==> src/rtl/rpr_pkg.sv <==
package rpr_pkg;
  typedef enum logic [2:0] {
    CMD_NONE,
    CMD_ACK,
    CMD_EOI_NS,
    CMD_EOI_NS_ROT,
    CMD_EOI_SP,
    CMD_ROT_SP,
    CMD_SET_PRIO
  } rpr_cmd_e;
endpackage

==> src/rtl/rpr_scan.sv <==
module rpr_scan #(
  parameter int NUM_LINES = 8,
  localparam int IDX_W = $clog2(NUM_LINES)
) (
  input  logic [NUM_LINES-1:0] vec_i,
  input  logic [IDX_W-1:0]     off_i,
  output logic                 found_o,
  output logic [IDX_W:0]       rank_o,
  output logic [IDX_W-1:0]     line_o
);
  always_comb begin
    logic [IDX_W-1:0] idx;
    rank_o = (IDX_W+1)'(NUM_LINES);
    line_o = '0;
    for (int p = NUM_LINES - 1; p >= 0; p--) begin
      idx = IDX_W'(p) + off_i;
      if (vec_i[idx]) begin
        rank_o = (IDX_W+1)'(p);
        line_o = idx;
      end
    end
    found_o = (rank_o != (IDX_W+1)'(NUM_LINES));
  end
endmodule

==> src/rtl/rpr_state.sv <==
module rpr_state
  import rpr_pkg::*;
#(
  parameter int NUM_LINES = 8,
  localparam int IDX_W = $clog2(NUM_LINES)
) (
  input  logic                 clk,
  input  logic                 rst,
  input  rpr_cmd_e             cmd_i,
  input  logic                 ack_ok_i,
  input  logic [IDX_W-1:0]     ack_line_i,
  input  logic                 auto_eoi_i,
  input  logic                 rot_auto_eoi_i,
  input  logic                 ns_found_i,
  input  logic [IDX_W-1:0]     ns_line_i,
  input  logic [IDX_W-1:0]     sel_line_i,
  output logic [NUM_LINES-1:0] isr_q,
  output logic [IDX_W-1:0]     off_q
);
  always_ff @(posedge clk) begin
    if (rst) begin
      isr_q <= '0;
      off_q <= '0;
    end else begin
      case (cmd_i)
        CMD_ACK: begin
          if (ack_ok_i) begin
            if (!auto_eoi_i) isr_q[ack_line_i] <= 1'b1;
            else if (rot_auto_eoi_i) off_q <= ack_line_i + 1'b1;
          end
        end
        CMD_EOI_NS: begin
          if (ns_found_i) isr_q[ns_line_i] <= 1'b0;
        end
        CMD_EOI_NS_ROT: begin
          if (ns_found_i) begin
            isr_q[ns_line_i] <= 1'b0;
            off_q <= ns_line_i + 1'b1;
          end
        end
        CMD_EOI_SP: isr_q[sel_line_i] <= 1'b0;
        CMD_ROT_SP: begin
          isr_q[sel_line_i] <= 1'b0;
          off_q <= sel_line_i + 1'b1;
        end
        CMD_SET_PRIO: off_q <= sel_line_i + 1'b1;
        default: ;
      endcase
    end
  end


  ack_sets_bit_chk: assert property (@(posedge clk) disable iff (rst)
    (cmd_i == CMD_ACK && ack_ok_i && !auto_eoi_i) |=> isr_q[$past(ack_line_i)]);


  eoi_empty_noop_chk: assert property (@(posedge clk) disable iff (rst)
    ((cmd_i == CMD_EOI_NS || cmd_i == CMD_EOI_NS_ROT) && isr_q == '0)
      |=> (isr_q == '0 && $stable(off_q)));


  idle_hold_chk: assert property (@(posedge clk) disable iff (rst)
    (cmd_i == CMD_NONE) |=> ($stable(isr_q) && $stable(off_q)));
endmodule

==> src/rtl/rot_prio_resolver.sv <==
module rot_prio_resolver
  import rpr_pkg::*;
#(
  parameter int NUM_LINES    = 8,
  parameter bit IS_MASTER    = 1'b1,
  parameter int CASCADE_LINE = 2,
  localparam int IDX_W = $clog2(NUM_LINES)
) (
  input  logic                 clk,
  input  logic                 rst,
  input  logic [NUM_LINES-1:0] pend_i,
  input  logic [NUM_LINES-1:0] mask_i,
  input  logic                 spec_mask_i,
  input  logic                 nest_i,
  input  logic                 auto_eoi_i,
  input  logic                 rot_auto_eoi_i,
  input  logic                 ack_i,
  input  logic                 eoi_ns_i,
  input  logic                 eoi_ns_rot_i,
  input  logic                 eoi_sp_i,
  input  logic                 rot_sp_i,
  input  logic                 set_prio_i,
  input  logic [IDX_W-1:0]     sel_line_i,
  output logic                 irq_o,
  output logic [IDX_W-1:0]     line_o,
  output logic [NUM_LINES-1:0] isr_o
);
  localparam logic [NUM_LINES-1:0] CASC_BIT = NUM_LINES'(1) << CASCADE_LINE;

  logic [NUM_LINES-1:0] isr_q, eff_pend, eff_isr, nest_excl;
  logic [IDX_W-1:0]     off_q, p_line, i_line, n_line;
  logic [IDX_W:0]       p_rank, i_rank, n_rank;
  logic                 p_found, i_found, n_found, req_c;
  rpr_cmd_e             cmd;
  logic                 irq_q;
  logic [IDX_W-1:0]     line_q;

  always_comb begin
    cmd = CMD_NONE;
    if (ack_i)             cmd = CMD_ACK;
    else if (eoi_ns_i)     cmd = CMD_EOI_NS;
    else if (eoi_ns_rot_i) cmd = CMD_EOI_NS_ROT;
    else if (eoi_sp_i)     cmd = CMD_EOI_SP;
    else if (rot_sp_i)     cmd = CMD_ROT_SP;
    else if (set_prio_i)   cmd = CMD_SET_PRIO;
  end

  generate
    if (IS_MASTER) begin : g_master
      assign nest_excl = nest_i ? CASC_BIT : '0;
    end else begin : g_slave
      assign nest_excl = '0;
    end
  endgenerate

  assign eff_pend = pend_i & ~mask_i;
  assign eff_isr  = isr_q & ~(spec_mask_i ? mask_i : '0) & ~nest_excl;

  rpr_scan #(.NUM_LINES(NUM_LINES)) pend_scan_i (
    .vec_i(eff_pend), .off_i(off_q), .found_o(p_found), .rank_o(p_rank), .line_o(p_line));
  rpr_scan #(.NUM_LINES(NUM_LINES)) serv_scan_i (
    .vec_i(eff_isr), .off_i(off_q), .found_o(i_found), .rank_o(i_rank), .line_o(i_line));
  rpr_scan #(.NUM_LINES(NUM_LINES)) eoi_scan_i (
    .vec_i(isr_q), .off_i(off_q), .found_o(n_found), .rank_o(n_rank), .line_o(n_line));

  assign req_c = p_found && (p_rank < i_rank);

  rpr_state #(.NUM_LINES(NUM_LINES)) state_i (
    .clk(clk), .rst(rst), .cmd_i(cmd), .ack_ok_i(req_c), .ack_line_i(p_line),
    .auto_eoi_i(auto_eoi_i), .rot_auto_eoi_i(rot_auto_eoi_i),
    .ns_found_i(n_found), .ns_line_i(n_line), .sel_line_i(sel_line_i),
    .isr_q(isr_q), .off_q(off_q));

  always_ff @(posedge clk) begin
    if (rst) begin
      irq_q  <= 1'b0;
      line_q <= '0;
    end else begin
      irq_q  <= req_c;
      line_q <= req_c ? p_line : '0;
    end
  end

  assign irq_o  = irq_q;
  assign line_o = line_q;
  assign isr_o  = isr_q;


  one_strobe_chk: assert property (@(posedge clk) disable iff (rst)
    $onehot0({ack_i, eoi_ns_i, eoi_ns_rot_i, eoi_sp_i, rot_sp_i, set_prio_i}));


  irq_needs_pend_chk: assert property (@(posedge clk) disable iff (rst)
    irq_o |-> ($past(eff_pend) != '0));


  auto_eoi_keeps_isr_chk: assert property (@(posedge clk) disable iff (rst)
    (ack_i && auto_eoi_i) |=> $stable(isr_o));


  set_prio_keeps_isr_chk: assert property (@(posedge clk) disable iff (rst)
    set_prio_i |=> $stable(isr_o));


  idle_line_zero_chk: assert property (@(posedge clk) disable iff (rst)
    !irq_o |-> (line_o == '0));
endmodule

==> config.mk <==
export PLATFORM = sky130hd
export DESIGN_NAME = rot_prio_resolver
export DESIGN_NICKNAME = d
export VERILOG_FILES = /design/src/rtl/rpr_pkg.sv /design/src/rtl/rpr_scan.sv /design/src/rtl/rpr_state.sv /design/src/rtl/rot_prio_resolver.sv
export SDC_FILE = /design/constraint.sdc
export NUM_CORES = 1
export LEC_CHECK = 0
export BUFFER_PORTS_ARGS = -buffer_cell sky130_fd_sc_hd__buf_4
export CAP_MARGIN = 25
export CORE_MARGIN = 5
export CORE_UTILIZATION = 50
export CTS_BUF_LIST = sky130_fd_sc_hd__clkbuf_4 sky130_fd_sc_hd__clkbuf_8 sky130_fd_sc_hd__clkbuf_16
export DETAILED_ROUTE_END_ITERATION = 7
export PLACE_DENSITY = 0.71
export SKIP_CTS_REPAIR_TIMING = 1
export SLEW_MARGIN = 20
export SYNTH_ARGS = -nofsm -noshare
export SYNTH_HDL_FRONTEND = slang
export SYNTH_SLANG_ARGS = --single-unit
==> constraint.sdc <==
create_clock -name clk -period 8.95 [get_ports clk]
set_clock_uncertainty 0.1 [all_clocks]
set_input_delay 0 -clock clk [delete_from_list [all_inputs] [get_ports clk]]
set_output_delay 0 -clock clk [all_outputs]
set_load 0.1 [all_outputs]
Word-level counts from Yosys, hierarchy flattened
Index checks and enable logic that the tools add are counted.
{ "word_totals": {"reg_bits": 15, "latchBits": 0, "ram_bits": 0, "romBits": 0, "inputBits": 31, "out_inout_bits": 12, "elab_cells": 178, "memories": 0} }
{ "classes": {"n_addsub": 10, "n_mul": 0, "div": 0, "magnitude_cmp": 15, "n_eq_ne": 14, "shift": 0, "mux": 111, "n_bitwise": 12, "reduce_logical": 12} }
{ "op_table": {"columns": ["op", "count"], "rows": [
  ["two-way mux 4 bit", 24],
  ["two-way mux 3 bit", 27],
  ["binary-select mux 1 bit (select 3 bit)", 24],
  ["less-than comparator 3 x 4 -> 1 bit, second input constant", 11],
  ["AND 8 bit", 5],
  ["two-way mux 8 bit", 4],
  ["NOT 8 bit", 4],
  ["two-way mux 1 bit", 27],
  ["case mux 8 bit (3 select lines)", 1],
  ["adder 3 bit, first input constant", 4],
  ["!= test 2 bit, second input constant", 5],
  ["adder 3 x 1 -> 3 bit, second input constant", 3],
  ["demux 1 bit (select 3 bit)", 3],
  ["== test 3 bit, second input constant", 3],
  [">= comparator 3 x 1 -> 1 bit, second input constant", 3],
  ["case mux 3 bit (3 select lines)", 1],
  ["!= test 4 bit, second input constant", 2],
  ["NOT 3 -> 8 bit", 1],
  ["bitwise OR 8 bit", 1],
  ["OR reduction 2 bit", 4],
  ["adder 2 x 3 -> 3 bit, first input constant", 2],
  ["== test 3 x 2 -> 1 bit, second input constant", 2],
  ["nonzero test 3 bit", 2],
  ["AND reduction 5 bit", 1],
  ["other kinds (7)", 10]
]} }

Longest topological paths before layout
Gate-level depths: netlist of the first run.
{ "logic_depth": {"ltp_word": 20, "ltp_mapped": 20, "mapped_depth_nobuf": 16} }

Hierarchy
Synthesis of the first run repeated with hierarchy kept, for this count alone.
{ "hier_totals": {"cells_unflattened": 406, "area_unflattened_um2": 3434.5} }
{ "modules_own_cells": {"columns": ["module", "instances", "cells_per_inst", "area_per_inst_um2", "seq_area_each_um2"], "rows": [
  ["rpr_scan", 3, 87, 752.0, 0.0],
  ["rpr_state", 1, 100, 815.8, 220.2],
  ["rot_prio_resolver", 1, 45, 362.8, 80.1]
]} }

Least setup slack after synthesis of the first run
No wires, ideal clock.
{ "synth_path": {"path_kind": "register -> register", "from": "register state_i.off_q[0]", "to": "register state_i.isr_q[7]", "setup_time_ns": 0.092, "arrival_ns": 4.012, "required_time_ns": 8.758, "slack_ns": 4.746, "path_stages_with_launch": 17, "n_path_buf": 3, "period_less_slack_ns": 4.204, "path_cell_list": "dfxtp_1 buf_6 buf_6 inv_1 buf_2 ha_1 xor2_1 mux4_1 or4b_4 nor2b_1 ha_1 a21o_1 a21oi_1 o211ai_1 a211oi_1 nand2_1 o32ai_1"} }
{ "synth_between": {"elab_chain_len": 19, "elab_cells_between_ends": 119, "cone_classes": "add/sub (7); order compare (5); eq/ne (4); mux (96); bitwise (3); reduce/logical (4)"} }
{ "synth_lines": {"columns": ["element", "line", "rtl"], "rows": [
  ["start: declaration", "rpr_state.sv:18", "output logic [IDX_W-1:0] off_q"],
  ["start signal: assignment", "rpr_state.sv:29", "else if (rot_auto_eoi_i) off_q <= ack_line_i + 1'b1;"],
  ["start signal: assignment", "rpr_state.sv:38", "off_q <= ns_line_i + 1'b1;"],
  ["start signal: assignment", "rpr_state.sv:44", "off_q <= sel_line_i + 1'b1;"],
  ["adder 3 bit", "rpr_scan.sv:16", "idx = IDX_W'(p) + off_i;"],
  ["binary-select mux 1 bit (select 3 bit)", "rpr_scan.sv:17", "if (vec_i[idx]) begin"],
  ["two-way mux 1 bit (not written as such)", "rpr_scan.sv:17", null],
  ["two-way mux 3 bit (8 in a row)", "rpr_scan.sv:17", null],
  ["less-than comparator 3 x 4 -> 1 bit (not written as such), or another cell as far along", "rpr_state.sv:28", "if (!auto_eoi_i) isr_q[ack_line_i] <= 1'b1;"],
  ["logical AND 1 bit (on tied branches)", "rpr_state.sv:28, rpr_state.sv:33, rpr_state.sv:37", null],
  ["two-way mux 1 bit (on tied branches)", "rpr_state.sv:28, rpr_state.sv:33, rpr_state.sv:37", null],
  ["demux 1 bit (select 3 bit)", null, null],
  ["bitwise OR 8 bit (no line) or NOT 8 bit (tied branches)", null, null],
  ["two-way mux 8 bit or AND 8 bit (tied branches)", null, null],
  ["two-way mux 8 bit (on tied branches)", "rpr_state.sv:27, rpr_state.sv:33, rpr_state.sv:36", null],
  ["case mux 8 bit (3 select lines)", "rpr_state.sv:25", "case (cmd_i)"],
  ["end signal: assignment", "rpr_state.sv:22", "isr_q <= '0;"],
  ["end signal: indexed assignment", "rpr_state.sv:28", null],
  ["end signal: indexed assignment", "rpr_state.sv:33", "if (ns_found_i) isr_q[ns_line_i] <= 1'b0;"],
  ["end: declaration", "rpr_state.sv:17", "output logic [NUM_LINES-1:0] isr_q,"]
]} }
Several ways; a longest one is shown, not always the timed one. The select of a mux whose other input is x is not followed.
A chain may end at the register's enable or synchronous reset.

Worst setup path in the final report of the first run
Ends and elaborated chain as after synthesis.

==> results of run 1 <==
Yosys cell counts (3+ instances only):
| master | count | share of area |
|---|---|---|
| nand2_1 | 44 | 0.049 |
| mux4_2 | 23 | 0.15 |
| nor2_1 | 21 | 0.023 |
| mux2i_1 | 18 | 0.053 |
| a21oi_1 | 15 | 0.022 |
| dfxtp_1 | 15 | 0.088 |
| nor2b_1 | 13 | 0.024 |
| o211ai_1 | 12 | 0.027 |
| nand2b_1 | 11 | 0.020 |
| nand3_1 | 11 | 0.016 |
| o21ai_0 | 10 | 0.015 |
| a22oi_1 | 9 | 0.020 |
| inv_1 | 9 | 0.010 |
| a211oi_1 | 7 | 0.015 |
| mux4_1 | 7 | 0.054 |
| nor4_1 | 7 | 0.013 |
| and2_1 | 6 | 0.011 |
| buf_2 | 6 | 0.0088 |
| ha_1 | 6 | 0.022 |
| nor3_1 | 6 | 0.0088 |
| o21ai_1 | 6 | 0.0088 |
| a21boi_0 | 5 | 0.011 |
| a221oi_1 | 5 | 0.013 |
| clkbuf_8 | 5 | 0.020 |
| nand4_1 | 5 | 0.0092 |
| a21o_1 | 4 | 0.0088 |
| clkbuf_1 | 4 | 0.0044 |
| nor3b_1 | 4 | 0.0088 |
| or2_2 | 4 | 0.0074 |
| or4_1 | 4 | 0.0088 |
| a22o_1 | 3 | 0.0077 |
| a31oi_1 | 3 | 0.0055 |
| and3b_1 | 3 | 0.0077 |
| buf_6 | 3 | 0.010 |
| o21a_1 | 3 | 0.0066 |
| o221ai_1 | 3 | 0.0077 |
| o22ai_1 | 3 | 0.0055 |
| o31ai_1 | 3 | 0.0066 |
| or3_1 | 3 | 0.0055 |
| xor2_1 | 3 | 0.0077 |
per-stage QoR:
| step | setup slack (ns) | utilization | total power [W] |
|---|---|---|---|
| after floorplan | 4.746 | - | 0.001067 |
| after global placement | 3.854 | 0.5479 | 0.001278 |
| after detailed placement | 3.693 | 0.5479 | 0.001287 |
| after CTS | 3.658 | 0.5552 | 0.001355 |
| after global routing | 3.309 | 0.5567 | 0.001481 |
| final | 3.620 | 0.5567 | 0.001379 |
flip-flops by register name, indices dropped and copies added (netlist names):
| register | count |
|---|---|
| irq_o | 1 |
| line_o | 3 |
| state_i.isr_q | 8 |
| state_i.off_q | 3 |
metal layers:
| layer | vias to the layer above | track usage |
|---|---|---|
| met1 | 1718 | 0.3417 |
| met2 | 210 | 0.3934 |
| met5 | - | 0 |
| met3 | 34 | 0.02031 |
| met4 | 0 | 0.07426 |
| li1 | 1644 | - |
cell type report:
type	instances	share of cell area
Multi-Input combinational cell	342	0.7723
Sequential cell	15	0.08106
Clock buffer	4	0.01312
Timing Repair Buffer	46	0.09351
Inverter	11	0.01312
Tap cell	80	0.02691
critical path, cell delays in order (launching register included):
cell and delay (ns):
dfxtp_2 0.31, buf_4 0.44, inv_1 0.44, ha_1 0.99
inv_2 0.27, mux4_1 0.37, or4b_4 0.53, nor2b_1 0.16
ha_1 0.30, a21o_1 0.16, a21oi_1 0.26, o211ai_1 0.14
a211oi_1 0.29, nand2_1 0.17, o32ai_1 0.28
kinds of logic after synthesis:
kind of cell               Yosys count
buffers and inverters               31
and+or+nand+nor                    153
adders and majority gates            6
muxes                               50
DFF                                 15
AOI/OAI and AO/OA                  127
xor gates and xnor gates             6
power groups by stage:
stage          Combinational, W   Clock, W  Sequential (W)
2_1_floorplan          0.000875          0        0.000192
3_3_place_gp            0.00117          0        0.000109
3_5_place_dp            0.00118          0        0.000109
4_1_cts                 0.00119  0.0000613        0.000108
5_1_grt                 0.00131  0.0000629        0.000111
6_report                0.00121  0.0000606        0.000108
layout by cell type (no fill, tap or decap), types with 4 or more instances in the layout:
cell type  Yosys  layout
nor3b_1        4       4
buf_4          0      45
a22oi_1        9       9
a211oi_1       7       7
inv_1          9       9
nor3_1         6       6
nor2b_1       13      13
and2_1         6       6
nand2_1       44      44
o211ai_1      12      12
nor2_1        21      21
mux4_1         7       7
nor4_1         7       7
nand2b_1      11      11
mux2i_1       18      18
mux4_2        23      23
dfxtp_1       15      14
a21o_1         4       4
nand4_1        5       5
a21oi_1       15      15
or2_2          4       4
ha_1           6       6
o21ai_0       10      10
o21ai_1        6       6
a221oi_1       5       5
a21boi_0       5       5
or4_1          4       4
nand3_1       11      11
worst max path at each step:
stage	from	endpoint	cells after the start
2_1_floorplan	state_i.off_q[0]	state_i.isr_q[7]	16
3_3_place_gp	state_i.off_q[0]	state_i.isr_q[7]	14
3_5_place_dp	state_i.off_q[0]	state_i.isr_q[7]	14
4_1_cts	state_i.off_q[0]	state_i.isr_q[7]	14
5_1_grt	state_i.off_q[0]	state_i.isr_q[7]	15
6_report	state_i.off_q[0]	state_i.isr_q[7]	14
==> run summary, run 1 <==
The number of nets in the layout is 456. The end of the worst hold path is state_i.isr_q[1]. In this run the critical register-to-register path is launched from state_i.off_q[0]. The final wirelength came out at between 10000 and 15000 um. The number of standard cells after synthesis came out at 388. Wire segments on met3 add up to 753 um in the final route. The min-delay analysis places its worst path in the category input pin to flop.

Input and output buffers added on the ports amount to 42. The flow ran to the end, and the final reports show no timing, DRC or antenna violations. The finished layout holds 498 standard cells, fillers aside. The clock latency of the later-clocked register in the worst-skew pair came out at ~0.25 ns.

The routed via count divided by cell count is 7.241. In the final layout, flip-flops and latches occupy 301.5 um2. Counting cells, the worst reg-to-reg path comes to 14.

Summed over all layers, the global routing overflow is 0. The die is 92.40 um tall. In this run the static leakage power is 1.435 nW. The number of antenna violations at the first check in global routing came to 0. STA puts the critical path data arrival time at 5.39 ns.

The number of filler instances in the final layout came out at 625. The slew of the pin with the lowest slew margin came out at 0.9541 ns. The routed wire length per instance came out at 21.09 um. The share of the synthesized area in compound gates (AO/OA/AOI/OAI) is 0.2923. Of the total synthesized cell area, the portion taken by AND, OR, NAND and NOR gates is 0.2422. The row count came out at 30. The antenna diode count came out at 0.

The maximum clock frequency came out at 187.6 MHz. The power density over the cells came out at 370.7 mW/mm2. The post-DP HPWL is 7850 um.

The fraction of synthesized cell area in xor and xnor cells came out at 0.01990. The worst path needs 5.330 ns of the cycle, external delays included. The standard cell core area is 0.006681 mm2.

The wire length of the first global-routing pass is ~17000 um. The DRC violations left is 0. The layout overhead on the synthesized area came out at 9.584%. The endpoint of the worst-slack reg-to-reg timing path is state_i.isr_q[7]. Signal routing reaches up to met4.

The fraction of final layout cells sized beyond drive strength 1 is 0.2368. The final hold violation count came out at 0. The via count of the first global-routing pass was 3413. The violation count after the first detailed-routing iteration came out at between 300 and 400.

The number of top-level pins came out at 43. The hold slack is 0.09096 ns. The summed instance area of the synthesized netlist came out at 0.003395 mm2.

Of the total power, the share spent switching nets is 0.5857. After synthesis, the largest family of logic cells by area is compound AO/OA/AOI/OAI gates. The register share of total power is 0.079. The worst voltage drop across the vdd grid came out at 191.6 uV. The startpoint of the lowest-slack hold path is sel_line_i[1]. The initial core utilization is 0.5081. The worst slew margin relative to its limit came out at 0.3618. At the end of routability-driven placement, the weighted congestion stood at approximately 0.96. The die is just over 90 um wide.

The reg-to-reg setup timing slack is around 3.6 ns. The area of the multi-input gates came out at approximately 0.0029 mm2. Setup repair after global routing left no endpoint under its margin. The total placed instance area is approximately 0.0037 mm2. The net count after synthesis came out at 425. The clock buffer count from CTS is 3. Once detail routing completed, the nets flagged for antenna violations numbered 0. The synthesized design contains 0 enable-type register cells. Of the total power, combinational logic draws 0.877. The endpoint type of the worst setup path is a flop.

TritonCTS built the clock tree. Of the total power, the clock network draws 0.044. The peak fanout along the critical path came out at 44. In the final routing, the length of wire on met1 measures 4539 um.

The post-route fraction of the period consumed by the critical path is 0.5956. The critical path data required time came out at 9.01 ns. The number of iterations in the first detailed-routing pass came out at 5. The maximum buffer depth of the clock tree came out at 2. The final route contains between 3000 and 4000 vias. The critical path startpoint category is a flop. The mux cell area share after synthesis is 0.2698.

The floorplan step defined a die boundary enclosing 0.008537 mm2. The final number of setup-violating endpoints came out at 0. For this run, the number of Yosys warnings is 0. Among all flip-flop cells after synthesis, the most frequent one is dfxtp_1. The root cell of the clock tree is clkbuf_8. Across the run, the number of max-cap violations was 0. Entering global routing, the biggest net connects 45 pins. The worst setup path is of the flop to flop kind.

The clock-pin transition on the worst setup and hold timing paths came out at 0.06 ns. After synthesis, the mean cell area works out to 8.749 um2. The number of max-slew violations in the final report is 0. The sequential area share after synthesis came out at 0.08846. The length of routed met2 wiring came out at about 4900 um. The number of cells after detailed placement came out at 493.

The internal power of the cells is 0.0005712 W. The fraction of synthesis flops using an asynchronous set or reset pin is 0. Of the total synthesized cell area, the portion taken by full adders, half adders and majority gates is 0.02212.

The deepest level of the CTS H-tree came out at 1. The total global-route track usage came out at 0.2424. The summed area of non-filler cells in the final layout came out at 0.003720 mm2. The net switching power of the design came out at 0.0008076 W. The clock sink total is 15. The number of different library cells in the post-synthesis netlist came out at 87. The worst hold path passes through 4 cells. The number of storage elements in the synthesis netlist is 15. The total negative slack is 0 ns.
(Power assumes the default switching activity.)
==> run 2, diff against run 1 <==
--- a/config.mk
+++ b/config.mk
@@ -5,13 +5,14 @@
 export SDC_FILE = /design/constraint.sdc
 export NUM_CORES = 1
 export LEC_CHECK = 0
+export ABC_AREA = 1
 export BUFFER_PORTS_ARGS = -buffer_cell sky130_fd_sc_hd__buf_4
 export CAP_MARGIN = 25
 export CORE_MARGIN = 5
 export CORE_UTILIZATION = 50
 export CTS_BUF_LIST = sky130_fd_sc_hd__clkbuf_4 sky130_fd_sc_hd__clkbuf_8 sky130_fd_sc_hd__clkbuf_16
 export DETAILED_ROUTE_END_ITERATION = 7
-export PLACE_DENSITY = 0.71
+export PLACE_DENSITY = 0.75
 export SKIP_CTS_REPAIR_TIMING = 1
 export SLEW_MARGIN = 20
 export SYNTH_ARGS = -nofsm -noshare
==> constraint.sdc (replaced) <==
create_clock -name clk -period 4.4 [get_ports clk]
set_clock_uncertainty 0.1 [all_clocks]
set_input_delay 0 -clock clk [delete_from_list [all_inputs] [get_ports clk]]
set_output_delay 0 -clock clk [all_outputs]
set_load 0.1 [all_outputs]
==> run 2 against run 1 <==
Effect of this change:
- the run now ends with design-rule violations left
- critical path depth rose by 3
- area after synthesis fell by 12%
- highest routed layer unchanged
- sequential share of layout area rose by 0.89 points
- clock-buffer cell count fell by 1
- synthesized cell count rose by 42%
- fmax rose by 44%
- hold slack got worse by 0.052 ns
- worst setup slack got worse by 2.9 ns
- final cell count rose by 33%
==> run summary, run 2 <==
The depth of the most critical reg-to-reg path came to 17 (+3). The number of nets in the layout came out at 625 (+37%). The critical path is of the flop to flop type. By count the netlist is led by nand2_1 (163), nand3_1 (127), inv_1 (58), nor2_1 (43), a21oi_1 (21). The initial core utilization is 0.5081 (about the same). Setup repair after global routing left no endpoint under its margin. The number of flops mapped to enable cells by yosys came to 0 (unchanged). The violation count after the first detailed-routing iteration came out at 446 (+12%). The wire length of the first global-routing pass was 16200 um (-5.1%). The number of iterations in the first detailed-routing pass came out at 8 (+3). The share of the synthesized area in the top cell type is 0.2138 (+0.06121).

The row count is 28 (-6.7%). The flow ran to the end, but the final reports show violations. The routed wire length per instance came out at 14.69 um (-30%). The floorplan die width is 87.11 um (-5.7%).

The maximum clock frequency came out at 270.5 MHz (+44%). The maximum buffer depth of the clock tree is 2 (unchanged). The layout overhead on the synthesized area is 12.29%. The number of standard cells in the layout, taps in and fillers out is 662 (+33%). The mux cell area share after synthesis came to 0.003788 (-0.2660). The total negative slack came to 0 ns (unchanged). The number of max-slew violations in the final report is 0 (unchanged).

Traced cell by cell, the critical path runs through inv_2, ha_1, inv_1, nand3_1, nand2_1, nor2_1, a31oi_1, nand2_1, nor3_1, nand4_1, ha_1, a211oi_1, nand2_2, nand2_2, nand2_1, nand2_1, a21oi_1. The critical path data required time is 4.45 ns (-4.56 ns). The final number of setup-violating endpoints is 0 (unchanged).

The most common library cell in the layout ignoring fill and taps is nand2_1. The synthesized area per cell is 5.386 um2 (-38%). The worst slew margin relative to its limit is 0.4941 (+0.1323). The total of buffers placed on input and output ports is 42 (unchanged). The standard cell core area came out at 0.005851 mm2 (-12%).

Among all flip-flop cells after synthesis, the most frequent one is dfxtp_1. The number of top-level pins is 43 (unchanged). The worst hold path cell count came out at 4 (unchanged).

The hold slack came out at 0.03867 ns (-0.05230 ns). The via count of the first global-routing pass came out at 3574 (+4.7%). The simple logic cell fraction of the synthesized area is 0.5673 (+0.3252). The number of filler instances in the final layout was 588 (-5.9%).

The final hold violation count came out at 0 (unchanged). The number of nets with antenna violations after routing is 0 (unchanged). The placer congestion estimate was 1.024 (+7.2%).

The number of standard cells after synthesis came out at 552 (+42%). Among the stages of the critical path, the cell type that occurs most often is nand2_1. The number of different library cells in the post-synthesis netlist is 43 (-51%). The clock buffer count from CTS came out at 3 (unchanged). The final period demand of the worst path came out at 3.697 ns (-1.633 ns).

The routed via count divided by cell count is 5.785 (-20%). The slowest stage cell on the critical path is inv_1. The slew of the pin with the lowest slew margin came to 0.7561 ns (-0.1981 ns). After synthesis, the largest family of logic cells by area is simple AND/OR/NAND/NOR gates. The root cell of the clock tree is clkbuf_8. The warning count from the yosys run came out at 0 (unchanged). TritonCTS built the clock tree. The final reports fail on design-rule violations. The total global-route track usage came out at 0.2630 (+0.02064).

The fraction of final layout cells sized beyond drive strength 1 came to 0.1550 (-0.08182). The total via count in the routed design is 3830 (+6.2%). The post-route fraction of the period consumed by the critical path was 0.8402 (+0.2446). Counting flops per register, the top entry is state_i.isr_q. The path category of the worst min-delay check is input pin to flop. The clock-pin transition on the worst setup and hold timing paths was 0.07 ns (about the same). The area of the multi-input gates is 0.002276 mm2 (-21%). The DRC violations left was 4 (+4). The share of the synthesized area in compound gates (AO/OA/AOI/OAI) came out at 0.1368 (-0.1555).

The largest total area in the synthesized netlist belongs to nand3_1. The overall die height is 87.11 um (-5.7%). In the layout the commonest cells are nand2_1 (163), nand3_1 (127), inv_1 (58). The pin count of the biggest net entering global routing came out at 29 (-36%).

The fraction of the core area covered by cells at the end of the flow came out at 0.5706 (+0.01383). The adder and majority gate portion of the synthesized area is 0.02525 (+0.003137). The clock latency of the later-clocked register in the worst-skew pair is 0.26 ns (about the same). The post-DP HPWL is 7849 um (about the same). The total die area was 0.007588 mm2 (-11%). The deepest level of the CTS H-tree came out at 1 (unchanged).

The overall overflow remaining after global route was 0 (unchanged). The sequential area share after synthesis is 0.1010 (+0.01255). The peak fanout along the critical path is 18 (-59%). The final wirelength is 9725 um (-7.4%). The summed instance area of the synthesized netlist came out at 0.002973 mm2 (-12%). The number of cells after detailed placement is 657 (+33%).

The clock sink total is 15 (unchanged). The critical path's largest stage delay is 0.36 ns (-0.63 ns). The flip-flop count of the largest register, all copies and words added came out at 8 (unchanged). The endpoint type of the worst setup path is a flop. The number of max-cap violations came out at 0 (unchanged). The fraction of synthesized cell area in xor and xnor cells is 0.03241 (+0.01250).

The area occupied by registers came out at 300.3 um2 (-0.41%). Sorting the synthesized cells by area gives the leading types as nand3_1 (21%), nand2_1 (21%), dfxtp_1 (10%), inv_1 (7.3%), nor2_1 (5.4%). In the post-synthesis netlist, the cell with the most instances is nand2_1. The number of antenna violations at the first check in global routing is 0 (unchanged).

The fraction of synthesis flops using an asynchronous set or reset pin is 0 (unchanged). The arrival time reported for the critical path endpoint came out at 3.75 ns (-1.64 ns). The critical path startpoint category is a flop. The number of storage elements in the synthesis netlist is 15 (unchanged).

The net count after synthesis came out at 589 (+39%). The antenna diode count is 0 (unchanged).
[run 2: cell types whose count changed after synthesis, moves of 12 or more]
cell      previous run  this run
inv_1                9        58
mux2i_1             18         0
mux4_2              23         0
nand2_1             44       163
nand2_2              0        13
nand3_1             11       127
nand4_1              5        19
nor2_1              21        43
nor2b_1             13         0
o211ai_1            12         0
[run 2: worst paths after layout]
| check | startpoint | slack [ns] | end |
|---|---|---|---|
| hold reg to reg | state_i.isr_q[2] | 0.52 | state_i.isr_q[2] |
| hold / removal | auto_eoi_i | 0.04 | state_i.isr_q[0] |
| setup reg to reg | state_i.off_q[1] | 0.70 | state_i.isr_q[1] |
| setup / recovery | state_i.off_q[1] | 0.70 | state_i.isr_q[1] |
[run 2: logic make-up after synthesis]
kind of cell	after synthesis
AOI/OAI and AO/OA	65
xor gates and xnor gates	5
adders and majority gates	6
buffers and inverters	84
DFF	15
muxes	1
and+or+nand+nor	376
[run 2: layout make-up]
cell class	count	share of cell area
Clock inverter	1	0.002249
Timing Repair Buffer	48	0.1087
Inverter	67	0.07684
Multi-Input combinational cell	453	0.6818
Sequential cell	15	0.08996
Clock buffer	3	0.01237
Tap cell	75	0.02811
[run 2: metrics by stage]
step	area (um2)	setup WS, ns
CTS	3328	0.7770
global placement	3279	0.9076
detailed placement	3279	0.7935
global route	3338	0.3619
floorplan	2973	1.000
finish	3338	0.7030
[run 2: per-layer routing]
metal	GRT usage	wire, um
met5	0	0
met4	0.1088	340
met3	0.04163	830
met2	0.4548	4612
met1	0.3222	3942
[run 2: worst max-delay path: cells and delay by family, from the launching register on]
family          cells  cell delay [ns]
compound gates      3             0.51
fa+ha+maj           2             0.63
buf+inv             2             0.62
flops               1             0.32
simple gates       10             1.40
Power of run 2 is not shown: default switching activity piles up to over one toggle a cycle in this logic, so the estimate is an artifact.
==> run 3, diff against run 2 <==
==> constraint.sdc (replaced) <==
create_clock -name clk -period 3.38 [get_ports clk]
set_clock_uncertainty 0.1 [all_clocks]
set_input_delay 0 -clock clk [delete_from_list [all_inputs] [get_ports clk]]
set_output_delay 0 -clock clk [all_outputs]
set_load 0.1 [all_outputs]
==> run 3 against run 2 <==
Effect of this change:
- the flow now finishes without violations
- core utilization is 2.0 points higher
- sequential share of layout area shrank 0.27 points
- clock-buffer cell count did not move
- critical path depth grew 2
- critical path type unchanged
- cell area up 3.5%
- first-iteration DRC count shrank 5.6%
==> run summary, run 3 (synthesized netlist as in run 2, its figures left out) <==
The number of iterations in the first detailed-routing pass is 5 (-3). The fraction of final layout cells sized beyond drive strength 1 is 0.1786 (+0.02361). The clock buffer count from CTS is 3 (unchanged). The overall overflow remaining after global route came out at 0 (unchanged).

The deepest level of the CTS H-tree is 1 (unchanged). The worst setup path is captured at a flop. The final period demand of the worst path came out at 3.129 ns (-0.5683 ns). The library cells used most frequently in the layout, excluding fill and tap cells, are nand2_1 (162), nand3_1 (127), buf_4 (58). The initial core utilization came out at 0.5081 (unchanged).

The floorplan die width was 87.11 um (unchanged). The DRC violations left was 0 (-4). The register containing the most flip-flops in the final layout is state_i.isr_q.

The critical path data required time came out at 3.43 ns (-1.02 ns). The slew of the pin with the lowest slew margin is 0.5286 ns (-0.2274 ns). The routed via count divided by cell count is 5.731 (-0.93%). The routed wire length per instance is 14.51 um (-1.2%).

The number of max-slew violations in the final report came out at 0 (unchanged). The worst slew margin relative to its limit is 0.6459 (+0.1518). The final wirelength came out at 9779 um (+0.56%). The number of nets with antenna violations after routing was 0 (unchanged). The total via count in the routed design is 3863 (+0.86%).

The wire length of the first global-routing pass is 16120 um (-0.51%). The min-delay analysis places its worst path in the category input pin to flop. The worst slack at placement is 0.04878 ns (-0.7447 ns). The maximum clock frequency was 319.6 MHz (+18%). The number of standard cells in the layout, taps in and fillers out came to 674 (+1.8%).

The final number of setup-violating endpoints was 0 (unchanged). The number of nets in the layout came out at 637 (+1.9%). The flip-flop count of the largest register, all copies and words added was 8 (unchanged).

The pin count of the biggest net entering global routing came out at 29 (unchanged). STA classifies the critical path startpoint as a flop. The clock-pin transition on the worst setup and hold timing paths is 0.06 ns (about the same). Setup repair after global routing left no endpoint under its margin. The flow ran to the end, and the final reports show no timing, DRC or antenna violations. The antenna diode count came out at 0 (unchanged). By startpoint and endpoint, the worst setup path is classified as flop to flop. The total of buffers placed on input and output ports is 42 (unchanged).

The total die area came to 0.007588 mm2 (unchanged). The number of filler instances in the final layout came to 602 (+2.4%). The post-DP HPWL is 8008 um (+2.0%). CTS placed an instance of clkbuf_8 at the clock tree root. The overall die height came out at 87.11 um (unchanged).

The via count of the first global-routing pass is 3557 (-0.48%). The number of max-cap violations was 0 (unchanged). The area occupied by registers came to 301.5 um2 (+0.42%). The number of top-level pins is 43 (unchanged). The number of antenna violations at the first check in global routing was 0 (unchanged).

The reg-to-reg setup timing slack is 0.25 ns (-0.45 ns). The clock sink total came to 15 (unchanged). The post-route fraction of the period consumed by the critical path came out at 0.9256 (+0.08541). The final hold violation count came out at 0 (unchanged). The clock latency of the later-clocked register in the worst-skew pair came to 0.25 ns (about the same). The peak fanout along the critical path is 28 (+10). The placer congestion estimate is 0.9874 (-3.6%). The total negative slack is 0 ns (unchanged).

The area of the multi-input gates is 0.002288 mm2 (+0.55%). The total global-route track usage is 0.2615 (-0.001560). The library cell used most frequently in the layout, excluding fill and tap cells, is nand2_1. The number of cells after detailed placement came out at 669 (+1.8%).

The maximum buffer depth of the clock tree came out at 2 (unchanged). The layout overhead on the synthesized area came out at 16.20%. The setup slack of the critical path after layout is 0.2513 ns (-0.4517 ns). The violation count after the first detailed-routing iteration is 421 (-5.6%). The row count was 28 (unchanged). The arrival time reported for the critical path endpoint is 3.18 ns (-0.57 ns). The standard cell core area is 0.005851 mm2 (unchanged). TritonCTS built the clock tree.
[run 3: changes by cell type in the layout (fill, tap and decap cells not counted), sizes merged]
| cell | delta |
|---|---|
| buf | +12 |
[run 3: worst paths after layout]
kind,start,to,cells past startpoint
setup / recovery,state_i.off_q[0],state_i.off_q[1],19
hold / removal,auto_eoi_i,state_i.isr_q[7],4
hold reg to reg,state_i.isr_q[7],state_i.isr_q[7],2
setup reg to reg,state_i.off_q[0],state_i.off_q[1],19
[run 3: layout make-up]
type                    count  area share
repair buffers             60      0.1347
inverters                  67     0.07425
multi-input cells         453      0.6624
clock buffers               3     0.01195
well taps                  75     0.02716
clock inverters             1    0.002173
flip-flops and latches     15     0.08729
[run 3: stage by stage]
step | cell area, um2 | util | hold WS, ns
after floorplan | 2975 | - | 0.1645
after global placement | 3382 | 0.5781 | 0.1446
after detailed placement | 3382 | 0.5781 | 0.1530
after CTS | 3431 | 0.5864 | -0.1141
after global routing | 3455 | 0.5905 | 0.08365
final | 3455 | 0.5905 | 0.05132
[run 3: routing by layer]
metal | GRT usage | routed length [um]
met1 | 0.3494 | 4173
met2 | 0.4355 | 4497
met3 | 0.02176 | 809
met4 | 0.09902 | 299
met5 | 0 | 0
[run 3: worst max-delay path, stage by stage (launching register included)]
cell and delay, ns:
dfxtp_2 0.39, buf_12 0.18, ha_1 0.25, xor2_4 0.17, buf_4 0.20, nand3_1 0.12, nand2_1 0.16, inv_1 0.08
nand2_1 0.07, nand2_1 0.04, nand2_1 0.05, nand2_1 0.05, nand2_1 0.05, nand2_1 0.06, nand2_1 0.07, nand2_2 0.14
o21ai_1 0.31, ha_1 0.31, o21ai_1 0.14, nor2_1 0.05
Power of run 3 is left out for the same reason.
